## src/rtl/rcfg_pkg.sv

```systemverilog
package rcfg_pkg;
   typedef enum logic [1:0] {
      RS_IDLE  = 2'd0,
      RS_SEND  = 2'd1,
      RS_DRAIN = 2'd2
   } rcfg_phase_e;
endpackage

```

## src/rtl/rcfg_start_pulse.sv

```systemverilog
module rcfg_start_pulse #(
   parameter int START_CYC = 2
) (
   input  logic clk,
   input  logic rst_n,
   input  logic fire_i,
   output logic start_o
);
   localparam int CW = $clog2(START_CYC + 1);

   logic [CW-1:0] cnt_q;

   always_ff @(posedge clk) begin
      if (!rst_n)            cnt_q <= '0;
      else if (fire_i)       cnt_q <= CW'(START_CYC);
      else if (cnt_q != '0)  cnt_q <= cnt_q - CW'(1);
   end

   assign start_o = (cnt_q != '0);

   AST_START_RISE: assert property (@(posedge clk) disable iff (!rst_n)
      fire_i |=> start_o);
endmodule

```

## src/rtl/rcfg_word_feeder.sv

```systemverilog
module rcfg_word_feeder #(
   parameter int DATA_W = 32,
   parameter int IDX_W  = 8,
   parameter int FILL_EN = 1,
   parameter logic [DATA_W-1:0] FILL_VAL = '0
) (
   input  logic              clk,
   input  logic              rst_n,
   input  logic              begin_i,
   input  logic              abort_i,
   input  logic              run_i,
   input  logic              start_on_i,
   input  logic [IDX_W-1:0]  last_idx_i,
   output logic [IDX_W-1:0]  src_idx_o,
   input  logic [DATA_W-1:0] src_data_i,
   output logic [DATA_W-1:0] tx_data_o,
   output logic              tx_valid_o,
   input  logic              tx_ready_i,
   output logic              last_acc_o
);
   logic [IDX_W-1:0]  fetch_q, lim_q;
   logic [DATA_W-1:0] hold_q;
   logic              vld_q, more_q, last_q, post_q;
   logic              post_vld;
   logic [DATA_W-1:0] post_dat;
   logic              adv, last_hs, fetch_ok, at_last;

   generate
      if (FILL_EN != 0) begin : g_fill
         assign post_vld = 1'b1;
         assign post_dat = FILL_VAL;
      end else begin : g_nofill
         assign post_vld = 1'b0;
         assign post_dat = '0;
      end
   endgenerate

   assign at_last  = (fetch_q == lim_q);
   assign adv      = !vld_q || tx_ready_i;
   assign last_hs  = vld_q && tx_ready_i && last_q && !post_q;
   assign fetch_ok = run_i && !post_q && more_q && !(at_last && start_on_i);

   always_ff @(posedge clk) begin
      if (!rst_n) begin
         fetch_q <= '0;
         lim_q   <= '0;
         hold_q  <= '0;
         vld_q   <= 1'b0;
         more_q  <= 1'b0;
         last_q  <= 1'b0;
         post_q  <= 1'b0;
      end else if (begin_i) begin
         fetch_q <= '0;
         lim_q   <= last_idx_i;
         vld_q   <= 1'b0;
         more_q  <= 1'b1;
         last_q  <= 1'b0;
         post_q  <= 1'b0;
      end else if (abort_i) begin
         vld_q   <= 1'b0;
         more_q  <= 1'b0;
         last_q  <= 1'b0;
         post_q  <= 1'b0;
      end else if (adv) begin
         if (last_hs) begin
            post_q <= 1'b1;
            last_q <= 1'b0;
            vld_q  <= post_vld;
            hold_q <= post_dat;
         end else if (!post_q) begin
            if (fetch_ok) begin
               hold_q  <= src_data_i;
               vld_q   <= 1'b1;
               last_q  <= at_last;
               more_q  <= !at_last;
               fetch_q <= fetch_q + IDX_W'(1);
            end else begin
               vld_q <= 1'b0;
            end
         end
      end
   end

   assign src_idx_o  = fetch_q;
   assign tx_data_o  = hold_q;
   assign tx_valid_o = vld_q;
   assign last_acc_o = last_hs && run_i;

   AST_HOLD_WORD: assert property (@(posedge clk) disable iff (!rst_n)
      (vld_q && !tx_ready_i && !abort_i && !begin_i) |=> (vld_q && $stable(hold_q)));
   AST_LAST_AFTER_START: assert property (@(posedge clk) disable iff (!rst_n)
      (vld_q && last_q && !post_q) |-> !start_on_i);
   AST_POST_VALID: assert property (@(posedge clk) disable iff (!rst_n)
      post_q |-> (vld_q == (FILL_EN != 0)));
endmodule

```

## src/rtl/rcfg_done_detect.sv

```systemverilog
module rcfg_done_detect #(
   parameter int STAT_W  = 3,
   parameter int TMO_W   = 16,
   parameter int OK_CODE = 1
) (
   input  logic              clk,
   input  logic              rst_n,
   input  logic              active_i,
   input  logic              drain_i,
   input  logic [TMO_W-1:0]  tmo_limit_i,
   input  logic              freeze_i,
   input  logic [STAT_W-1:0] status_i,
   output logic              hit_o,
   output logic              ok_o
);
   localparam logic [STAT_W-1:0] OK_V = STAT_W'(OK_CODE);

   logic              freeze_q;
   logic [STAT_W-1:0] stat_q;
   logic [TMO_W-1:0]  tmo_q;
   logic              fz_fall, st_upd, st_good, tmo_hit;

   always_ff @(posedge clk) begin
      if (!rst_n) begin
         freeze_q <= 1'b0;
         stat_q   <= '0;
         tmo_q    <= '0;
      end else begin
         freeze_q <= freeze_i;
         stat_q   <= status_i;
         if (!drain_i)                 tmo_q <= '0;
         else if (tmo_q != tmo_limit_i) tmo_q <= tmo_q + TMO_W'(1);
      end
   end

   assign fz_fall = freeze_q && !freeze_i;
   assign st_upd  = (status_i != stat_q) && (status_i != '0);
   assign st_good = (status_i == '0) || (status_i == OK_V);
   assign tmo_hit = drain_i && (tmo_q == tmo_limit_i);

   assign hit_o = active_i && (fz_fall || st_upd || tmo_hit);
   assign ok_o  = (fz_fall || st_upd) && st_good;

   AST_TMO_BOUND: assert property (@(posedge clk) disable iff (!rst_n)
      drain_i |-> (tmo_q <= tmo_limit_i));
endmodule

```

## src/rtl/rcfg_stream_host.sv

```systemverilog
module rcfg_stream_host
   import rcfg_pkg::*;
#(
   parameter int DATA_W    = 32,
   parameter int IDX_W     = 8,
   parameter int STAT_W    = 3,
   parameter int TMO_W     = 16,
   parameter int START_CYC = 2,
   parameter int FILL_EN   = 1,
   parameter logic [DATA_W-1:0] FILL_VAL = '0,
   parameter int OK_CODE   = 1
) (
   input  logic              clk,
   input  logic              rst_n,
   input  logic              req_i,
   input  logic [IDX_W-1:0]  last_idx_i,
   input  logic [TMO_W-1:0]  tmo_limit_i,
   output logic [IDX_W-1:0]  src_idx_o,
   input  logic [DATA_W-1:0] src_data_i,
   output logic              start_o,
   output logic [DATA_W-1:0] tx_data_o,
   output logic              tx_valid_o,
   input  logic              tx_ready_i,
   input  logic              freeze_i,
   input  logic [STAT_W-1:0] status_i,
   output logic              busy_o,
   output logic              done_o,
   output logic              pass_o,
   output logic              fail_o
);
   generate
      if (START_CYC < 1) begin : g_bad_start
         $error("START_CYC must be at least 1");
      end
      if (FILL_EN != 0 && FILL_EN != 1) begin : g_bad_fill
         $error("FILL_EN must be 0 or 1");
      end
      if (STAT_W < 2 || OK_CODE < 1 || OK_CODE >= (1 << STAT_W)) begin : g_bad_ok
         $error("OK_CODE must be a nonzero code that fits in STAT_W");
      end
      if (IDX_W < 1 || TMO_W < 1 || DATA_W < 1) begin : g_bad_width
         $error("widths must be positive");
      end
   endgenerate

   rcfg_phase_e      phase_q;
   logic [TMO_W-1:0] tmo_lim_q;
   logic             done_q, pass_q, fail_q;
   logic             req_go, hit, ok, last_acc;

   assign req_go = (phase_q == RS_IDLE) && req_i;

   rcfg_start_pulse #(.START_CYC(START_CYC)) u_start (
      .clk     (clk),
      .rst_n   (rst_n),
      .fire_i  (req_go),
      .start_o (start_o)
   );

   rcfg_word_feeder #(
      .DATA_W   (DATA_W),
      .IDX_W    (IDX_W),
      .FILL_EN  (FILL_EN),
      .FILL_VAL (FILL_VAL)
   ) u_feed (
      .clk        (clk),
      .rst_n      (rst_n),
      .begin_i    (req_go),
      .abort_i    (hit),
      .run_i      (phase_q == RS_SEND),
      .start_on_i (start_o),
      .last_idx_i (last_idx_i),
      .src_idx_o  (src_idx_o),
      .src_data_i (src_data_i),
      .tx_data_o  (tx_data_o),
      .tx_valid_o (tx_valid_o),
      .tx_ready_i (tx_ready_i),
      .last_acc_o (last_acc)
   );

   rcfg_done_detect #(
      .STAT_W  (STAT_W),
      .TMO_W   (TMO_W),
      .OK_CODE (OK_CODE)
   ) u_done (
      .clk         (clk),
      .rst_n       (rst_n),
      .active_i    (phase_q != RS_IDLE),
      .drain_i     (phase_q == RS_DRAIN),
      .tmo_limit_i (tmo_lim_q),
      .freeze_i    (freeze_i),
      .status_i    (status_i),
      .hit_o       (hit),
      .ok_o        (ok)
   );

   always_ff @(posedge clk) begin
      if (!rst_n) begin
         phase_q   <= RS_IDLE;
         tmo_lim_q <= '0;
         done_q    <= 1'b0;
         pass_q    <= 1'b0;
         fail_q    <= 1'b0;
      end else begin
         done_q <= hit;
         pass_q <= hit && ok;
         fail_q <= hit && !ok;
         unique case (phase_q)
            RS_IDLE: if (req_i) begin
               phase_q   <= RS_SEND;
               tmo_lim_q <= tmo_limit_i;
            end
            RS_SEND: begin
               if (hit)           phase_q <= RS_IDLE;
               else if (last_acc) phase_q <= RS_DRAIN;
            end
            RS_DRAIN: if (hit) phase_q <= RS_IDLE;
            default: phase_q <= RS_IDLE;
         endcase
      end
   end

   assign busy_o = (phase_q != RS_IDLE);
   assign done_o = done_q;
   assign pass_o = pass_q;
   assign fail_o = fail_q;

   AST_FREEZE_END: assert property (@(posedge clk) disable iff (!rst_n)
      (busy_o && $fell(freeze_i)) |=> done_o);
   AST_STATUS_END: assert property (@(posedge clk) disable iff (!rst_n)
      (busy_o && status_i != '0 && status_i != $past(status_i)) |=> done_o);
   AST_ONE_VERDICT: assert property (@(posedge clk) disable iff (!rst_n)
      done_o |-> (pass_o != fail_o));
   AST_NO_STRAY_VERDICT: assert property (@(posedge clk) disable iff (!rst_n)
      !done_o |-> !(pass_o || fail_o));
   AST_NO_RESTART: assert property (@(posedge clk) disable iff (!rst_n)
      busy_o |=> !$rose(start_o));
   AST_DONE_PULSE: assert property (@(posedge clk) disable iff (!rst_n)
      done_o |=> !done_o);
   AST_DONE_QUIET: assert property (@(posedge clk) disable iff (!rst_n)
      done_o |-> (!tx_valid_o && !busy_o));
endmodule

```

## config.mk

```make
export PLATFORM = sky130hd
export DESIGN_NAME = rcfg_stream_host
export DESIGN_NICKNAME = d
export VERILOG_FILES = /design/src/rtl/rcfg_pkg.sv /design/src/rtl/rcfg_start_pulse.sv /design/src/rtl/rcfg_word_feeder.sv /design/src/rtl/rcfg_done_detect.sv /design/src/rtl/rcfg_stream_host.sv
export SDC_FILE = /design/constraint.sdc
export NUM_CORES = 1
export LEC_CHECK = 0
export CAP_MARGIN = 25
export CELL_PAD_IN_SITES_DETAIL_PLACEMENT = 1
export CELL_PAD_IN_SITES_GLOBAL_PLACEMENT = 1
export CORE_MARGIN = 1
export CORE_UTILIZATION = 40
export CTS_BUF_LIST = sky130_fd_sc_hd__clkbuf_2 sky130_fd_sc_hd__clkbuf_4 sky130_fd_sc_hd__clkbuf_8
export DETAILED_ROUTE_END_ITERATION = 10
export PLACE_DENSITY = 0.95
export SKIP_CTS_REPAIR_TIMING = 1
export SYNTH_ARGS = -nofsm -noshare
export SYNTH_HDL_FRONTEND = slang
export SYNTH_HIERARCHICAL = 1
export SYNTH_SLANG_ARGS = --single-unit
export TNS_END_PERCENT = 30
```

## constraint.sdc

```tcl
create_clock -name clk -period 4.7 [get_ports clk]
set_input_delay 0.47 -clock clk [delete_from_list [all_inputs] [get_ports clk]]
set_output_delay 0.47 -clock clk [all_outputs]
set_load 0.01 [all_outputs]
```

# --- Yosys cells after proc, flatten, opt, wreduce, memory -nomap -nowiden ---
# Index checks and enable logic that the tools add are counted.
classes:
  n_addsub: 3
  n_eq_ne: 13
  muxes: 22
  n_bitwise: 5
  reduce_logical: 46
op_table:
  columns: ["cell", "n"]
  rows:
  - ["$mux W32", 3]
  - ["$add A16 B1 Y16 const B", 1]
  - ["$eq A16 B16 Y1", 1]
  - ["$logic_and A1 B1 Y1", 16]
  - ["$ne A16 B16 Y1", 1]
  - ["$mux W1", 12]
  - ["$mux W2", 6]
  - ["$reduce_and A5 Y1", 2]
  - ["$ne A3 B3 Y1 const B", 3]
  - ["$reduce_bool A3 Y1", 3]
  - ["$add A8 B1 Y8 const B", 1]
  - ["$eq A8 B8 Y1", 1]
  - ["$reduce_and A2 Y1", 4]
  - ["$reduce_bool A2 Y1", 4]
  - ["$logic_not A1 Y1", 6]
  - ["$ne A2 B2 Y1 const B", 3]
  - ["$pmux W2 S3", 1]
  - ["$reduce_and A3 Y1", 2]
  - ["$not A1 Y1", 5]
  - ["$logic_or A1 B1 Y1", 4]
  - ["$reduce_and A4 Y1", 1]
  - ["$eq A3 B1 Y1 const B", 1]
  - ["$logic_not A3 Y1", 1]
  - ["$ne A3 B3 Y1", 1]
  - ["6 further kinds", 6]
totals:
  reg_bits: 95
  output_inout_bits: 46

# --- Longest topological paths before layout ---
depth:
  depth_word: 10
  ltp_mapped: 11
  ltp_nobuf: 10

# --- Modules after synthesis ---
# The synthesis kept the hierarchy.
modules_own_cells:
  columns: ["module", "instances", "cells_each", "area_each_um2", "seq_area_each_um2"]
  rows:
  - ["rcfg_word_feeder", 1, 190, 2063.2, 1041.0]
  - ["rcfg_done_detect", 1, 143, 1191.1, 400.4]
  - ["rcfg_stream_host", 1, 89, 852.1, 420.4]
  - ["rcfg_start_pulse", 1, 6, 70.1, 40.0]

# --- Worst setup path after synthesis ---
# Ideal clock, no wire load.
synth_path:
  path_type: "input -> register"
  from: "input port status_i[2]"
  to: "register u_feed.fetch_q[7] (netlist: u_feed/src_idx_o[7])"
  setup_time_ps: 70
  arrival_time_ps: 2557
  required_ps: 4630
  slack_ps: 2073
  stages: 11
  cell_sequence: "clkbuf_1 and3_1 o21ai_0 a211oi_1 o22ai_1 o21a_1 nand3b_1 a211oi_1 nand4_1 or3_1 a21oi_1"
synth_via:
  elab_chain_len: 7
synth_lines:
  columns: ["element", "line", "source"]
  rows:
  - ["from (decl)", "rcfg_stream_host.sv:25", "input logic [STAT_W-1:0] status_i,"]
  - ["$ne A3 B3 Y1 or $reduce_bool A3 Y1 (tied branches)", "rcfg_done_detect.sv:37", "assign st_upd = (status_i != stat_q) && (status_i != '0);"]
  - ["$logic_and A1 B1 Y1 (*)", "rcfg_done_detect.sv:37", null]
  - ["$logic_or A1 B1 Y1 (*) (2 in a row)", "rcfg_done_detect.sv:41", "assign hit_o = active_i && (fz_fall || st_upd || tmo_hit);"]
  - ["$logic_and A1 B1 Y1 (*)", "rcfg_done_detect.sv:41", null]
  - ["named net hit", "rcfg_stream_host.sv:49", "logic req_go, hit, ok, last_acc;"]
  - ["$not A1 Y1 (no source line) (*)", null, null]
  - ["$reduce_and A5 Y1 (no source line) (*)", null, null]
  - ["to (signal assigned)", "rcfg_word_feeder.sv:76", "fetch_q <= fetch_q + IDX_W'(1);"]
  - ["to (decl)", "rcfg_word_feeder.sv:21", "logic [IDX_W-1:0] fetch_q, lim_q;"]
# The timed path passes the listed nets; every way through them passes the cells marked *.
# A chain may end at the register's enable or synchronous reset.

# --- Final worst setup path ---
# Same ends and word-level chain as after synthesis.

==> results_dict.tcl <==
set metrics [dict create \
    cts_num_sinks 95 \
    drt_iter0_drc 175 \
    combinationalPowerShare_pct 12.9 \
    finClkSkew_ns 0.0157 \
    stdcell_area_mm2 0.00556 \
    whs_ns 0.477 \
    synthToLayoutAreaGrowth_pct 33.1 \
    antenna_left 0 \
    drive_gt1_share_pct 6.90 \
    worst_path_largest_cell_delay_ns 0.64 \
    gp_congestion 0.821 \
    pwr-share-seq_pct 50.9 \
    worst_slew_pin_slew_ns 0.995 \
    cp.arrival_ns 3.45 \
    die_y_um 104 \
    ir_worst_vdd_mv 0.186 \
    finalWirelength_mm 12.6 \
    required_ns 5.00 \
    relSlewSlack_pct 33.4 \
    async_flop_share_pct 0 \
    syn_area_per_cell_um2 9.76 \
    outcome "completed" \
    rsz0062_at_grt "false" \
    maxCapViolCount 0 \
    path_max_fanout 8 \
    wl_met2_mm 6.50 \
    portBuffers 109 \
    ys_types 59 \
    synth_compound_area_share_pct 16.9 \
    clk_path_buf_depth 2 \
    cpMaxStageDelayCell "clkdlybuf4s50_1" \
    m1WireLength_mm 5.13 \
    synthSimpleGateAreaFrac_pct 20.1 \
    hold_viol 0 \
    num_vias 3710 \
    hpwlAfterDp_mm 9.22 \
    rows 36 \
    drc 0 \
    final_common_cell "clkdlybuf4s50_1" \
    design.die.area_mm2 0.0109 \
    cpLargestDelayFamily "compound AO/OA/AOI/OAI gates" \
    min_from "tmo_lim_q[0]" \
    min_path_type "flip-flop to flip-flop" \
    fin_setup_tns_ns 0 \
    reg2reg_from "u_done/tmo_q[6]" \
    first_pass_iters 4 \
    cts_root_buf "clkbuf_8" \
    internal_power_w 0.00126 \
    clkTransAtPathRegs_ns 0.09 \
    core_area_mm2 0.00995 \
    syn_inst 428 \
    crit_start "status_i[2]" \
    io_pins 110 \
    cts_made_buffers 9 \
    grt_pass1_vias 4083 \
    period_share_pct 67.1 \
    synth_edf_count 0 \
    tritoncts "yes" \
    critPathCaptureType "flip-flop" \
    final_cell_mix "109 x clkdlybuf4s50_1, 95 x dfxtp_1, 47 x nand2_1" \
    synth_seq_cells 95 \
    h-tree-depth 3 \
    min_period_ns 3.15 \
    synth_fa_ha_area_share_pct 0.599 \
    drv_slew 0 \
    synth_top_family_by_area "simple AND/OR/NAND/NOR gates" \
    cpMostUsedCell "a211oi_1" \
    grt_antenna_before_repair 0 \
    dpl_cell_area_mm2 0.00534 \
    yosys_warnings 6 \
    insertedDiodeCount 0 \
    sw_frac_of_total_pct 24.2 \
    fin_nets 598 \
    start_util_pct 42.0 \
    synth_area_mm2 0.00418 \
    p_switching_w 0.000403 \
    grt_start_max_net_pins 45 \
    path_cells "clkdlybuf4s50_1 -> and3_1 -> o21ai_0 -> a211oi_1 -> o22ai_1 -> o21a_1 -> nand3b_1 -> a211oi_1 -> nand4_1 -> or3_1 -> a21oi_1" \
    clockPowerShare_pct 36.2 \
    yosysSeqAreaShare_pct 45.5 \
    cp_num_buf_inv 1 \
    critPathKind "input port to flip-flop" \
    setup_viol 0 \
    synth_xor_area_share_pct 5.45 \
    syn_nets 494 \
    gr-total-overflow 0 \
    clk-insertion-delay-late_ns 0.37 \
    synth_flop_cell "dfxtp_1" \
    grt_usage_pct 23.7 \
    rrSetupSlack_ns 1.70 \
    max_freq_mhz 317 \
    startpoint_type "input port" \
    power_density_mw_per_mm2 300 \
    synthMuxAreaShare_pct 6.26 \
    dr_wl_met3_um 524 \
    viasPerCell 5.55 \
    leakagePower_nw 2.00 \
    top_layer "met4" \
    fp.dieW_um 104 \
    grt_pass1_wl_mm 20.6 \
    wl_per_cell_um 18.9 \
]
==> metrics by stage <==
stage / instances / setup slack [ns] / util [%] / total power (W)
floorplan: 428 / 2.07 / - / 0.000982
global route: 669 / 1.40 / 55.8 / 0.00174
global placement: 653 / 1.23 / 53.4 / 0.00107
detailed placement: 654 / 1.27 / 53.6 / 0.00108
CTS: 669 / 1.62 / 55.8 / 0.00168
finish: 669 / 1.55 / 55.8 / 0.00167
==> sequential cells by signal, indices dropped and copies added, names as in the netlist, 2 cells and up <==
signal	cells
u_feed/tx_data_o	32
u_feed/lim_q	8
tmo_lim_q	16
u_feed/src_idx_o	8
u_start/cnt_q	2
u_done/stat_q	3
phase_q	2
u_done/tmo_q	16
==> final timing paths <==
| kind | endpoint | cells past startpoint |
|---|---|---|
| max | u_feed/src_idx_o[7] | 11 |
| min | tmo_lim_q[0] | 2 |
| max reg2reg | u_feed/tx_data_o[1] | 8 |
| min reg2reg | tmo_lim_q[0] | 2 |
==> metal layers <==
metal | global-route usage, % | up-vias
li1 | - | 1744
met3 | 5.70 | 38
met5 | 0 | -
met1 | 26.6 | 1814
met2 | 42.0 | 114
met4 | 11.4 | 0
==> synth_stat cells (all sizes together), types with 2 or more instances <==
master,count,area [um^2]
dfxtp,95,1900
nand2b,6,37.5
o31ai,9,67.6
mux2i,25,250
nand3,9,55.1
nand4,12,81.3
nand2,47,176
nand3b,2,15.0
inv,15,56.3
a21oi,26,134
a211o,2,17.5
xor2,8,70.1
buf,16,143
and3,4,26.3
or2,4,25.0
a22o,32,280
nor3,2,15.0
nor3b,3,27.5
xnor2,18,158
clkbuf,4,15.0
or3,11,68.8
nor2,19,71.3
a31oi,2,12.5
and2,7,43.8
a211oi,2,15.0
ha,2,25.0
o21ai,13,65.1
nor2b,3,18.8
nor4,4,43.8
or4,10,78.8
==> cells by family after synthesis <==
kind of cell,after synthesis
buffers and inverters,35
and+or+nand+nor,149
DFF,95
AOI/OAI and AO/OA,95
adders and majority gates,2
muxes,26
xor gates and xnor gates,26
==> power groups by stage <==
stage	clock network [W]	logic [W]	registers (W)
4_1_cts	0.000615	0.000216	0.000849
6_report	0.000603	0.000215	0.000849
3_5_place_dp	0	0.000213	0.000868
2_1_floorplan	0	0.000117	0.000866
5_1_grt	0.000651	0.000231	0.000852
3_3_place_gp	0	0.000201	0.000866
==> worst min-delay path: cells and delay by family, from the launching register on <==
| kind | cells | cell delay (ns) |
|---|---|---|
| AND/OR/NAND/NOR | 1 | 0.06 |
| multiplexers | 1 | 0.05 |
| flip-flops | 1 | 0.33 |
==> cell type report <==
cell class	count	area (um^2)
fillers	1117	4400
repair buffers	113	1140
well taps	133	166
flip-flops and latches	95	1900
inverters	15	56.3
multi-input cells	298	2070
clock buffers	12	153
clock inverters	3	67.6
Note: power is estimated with default switching activity, not from simulation.
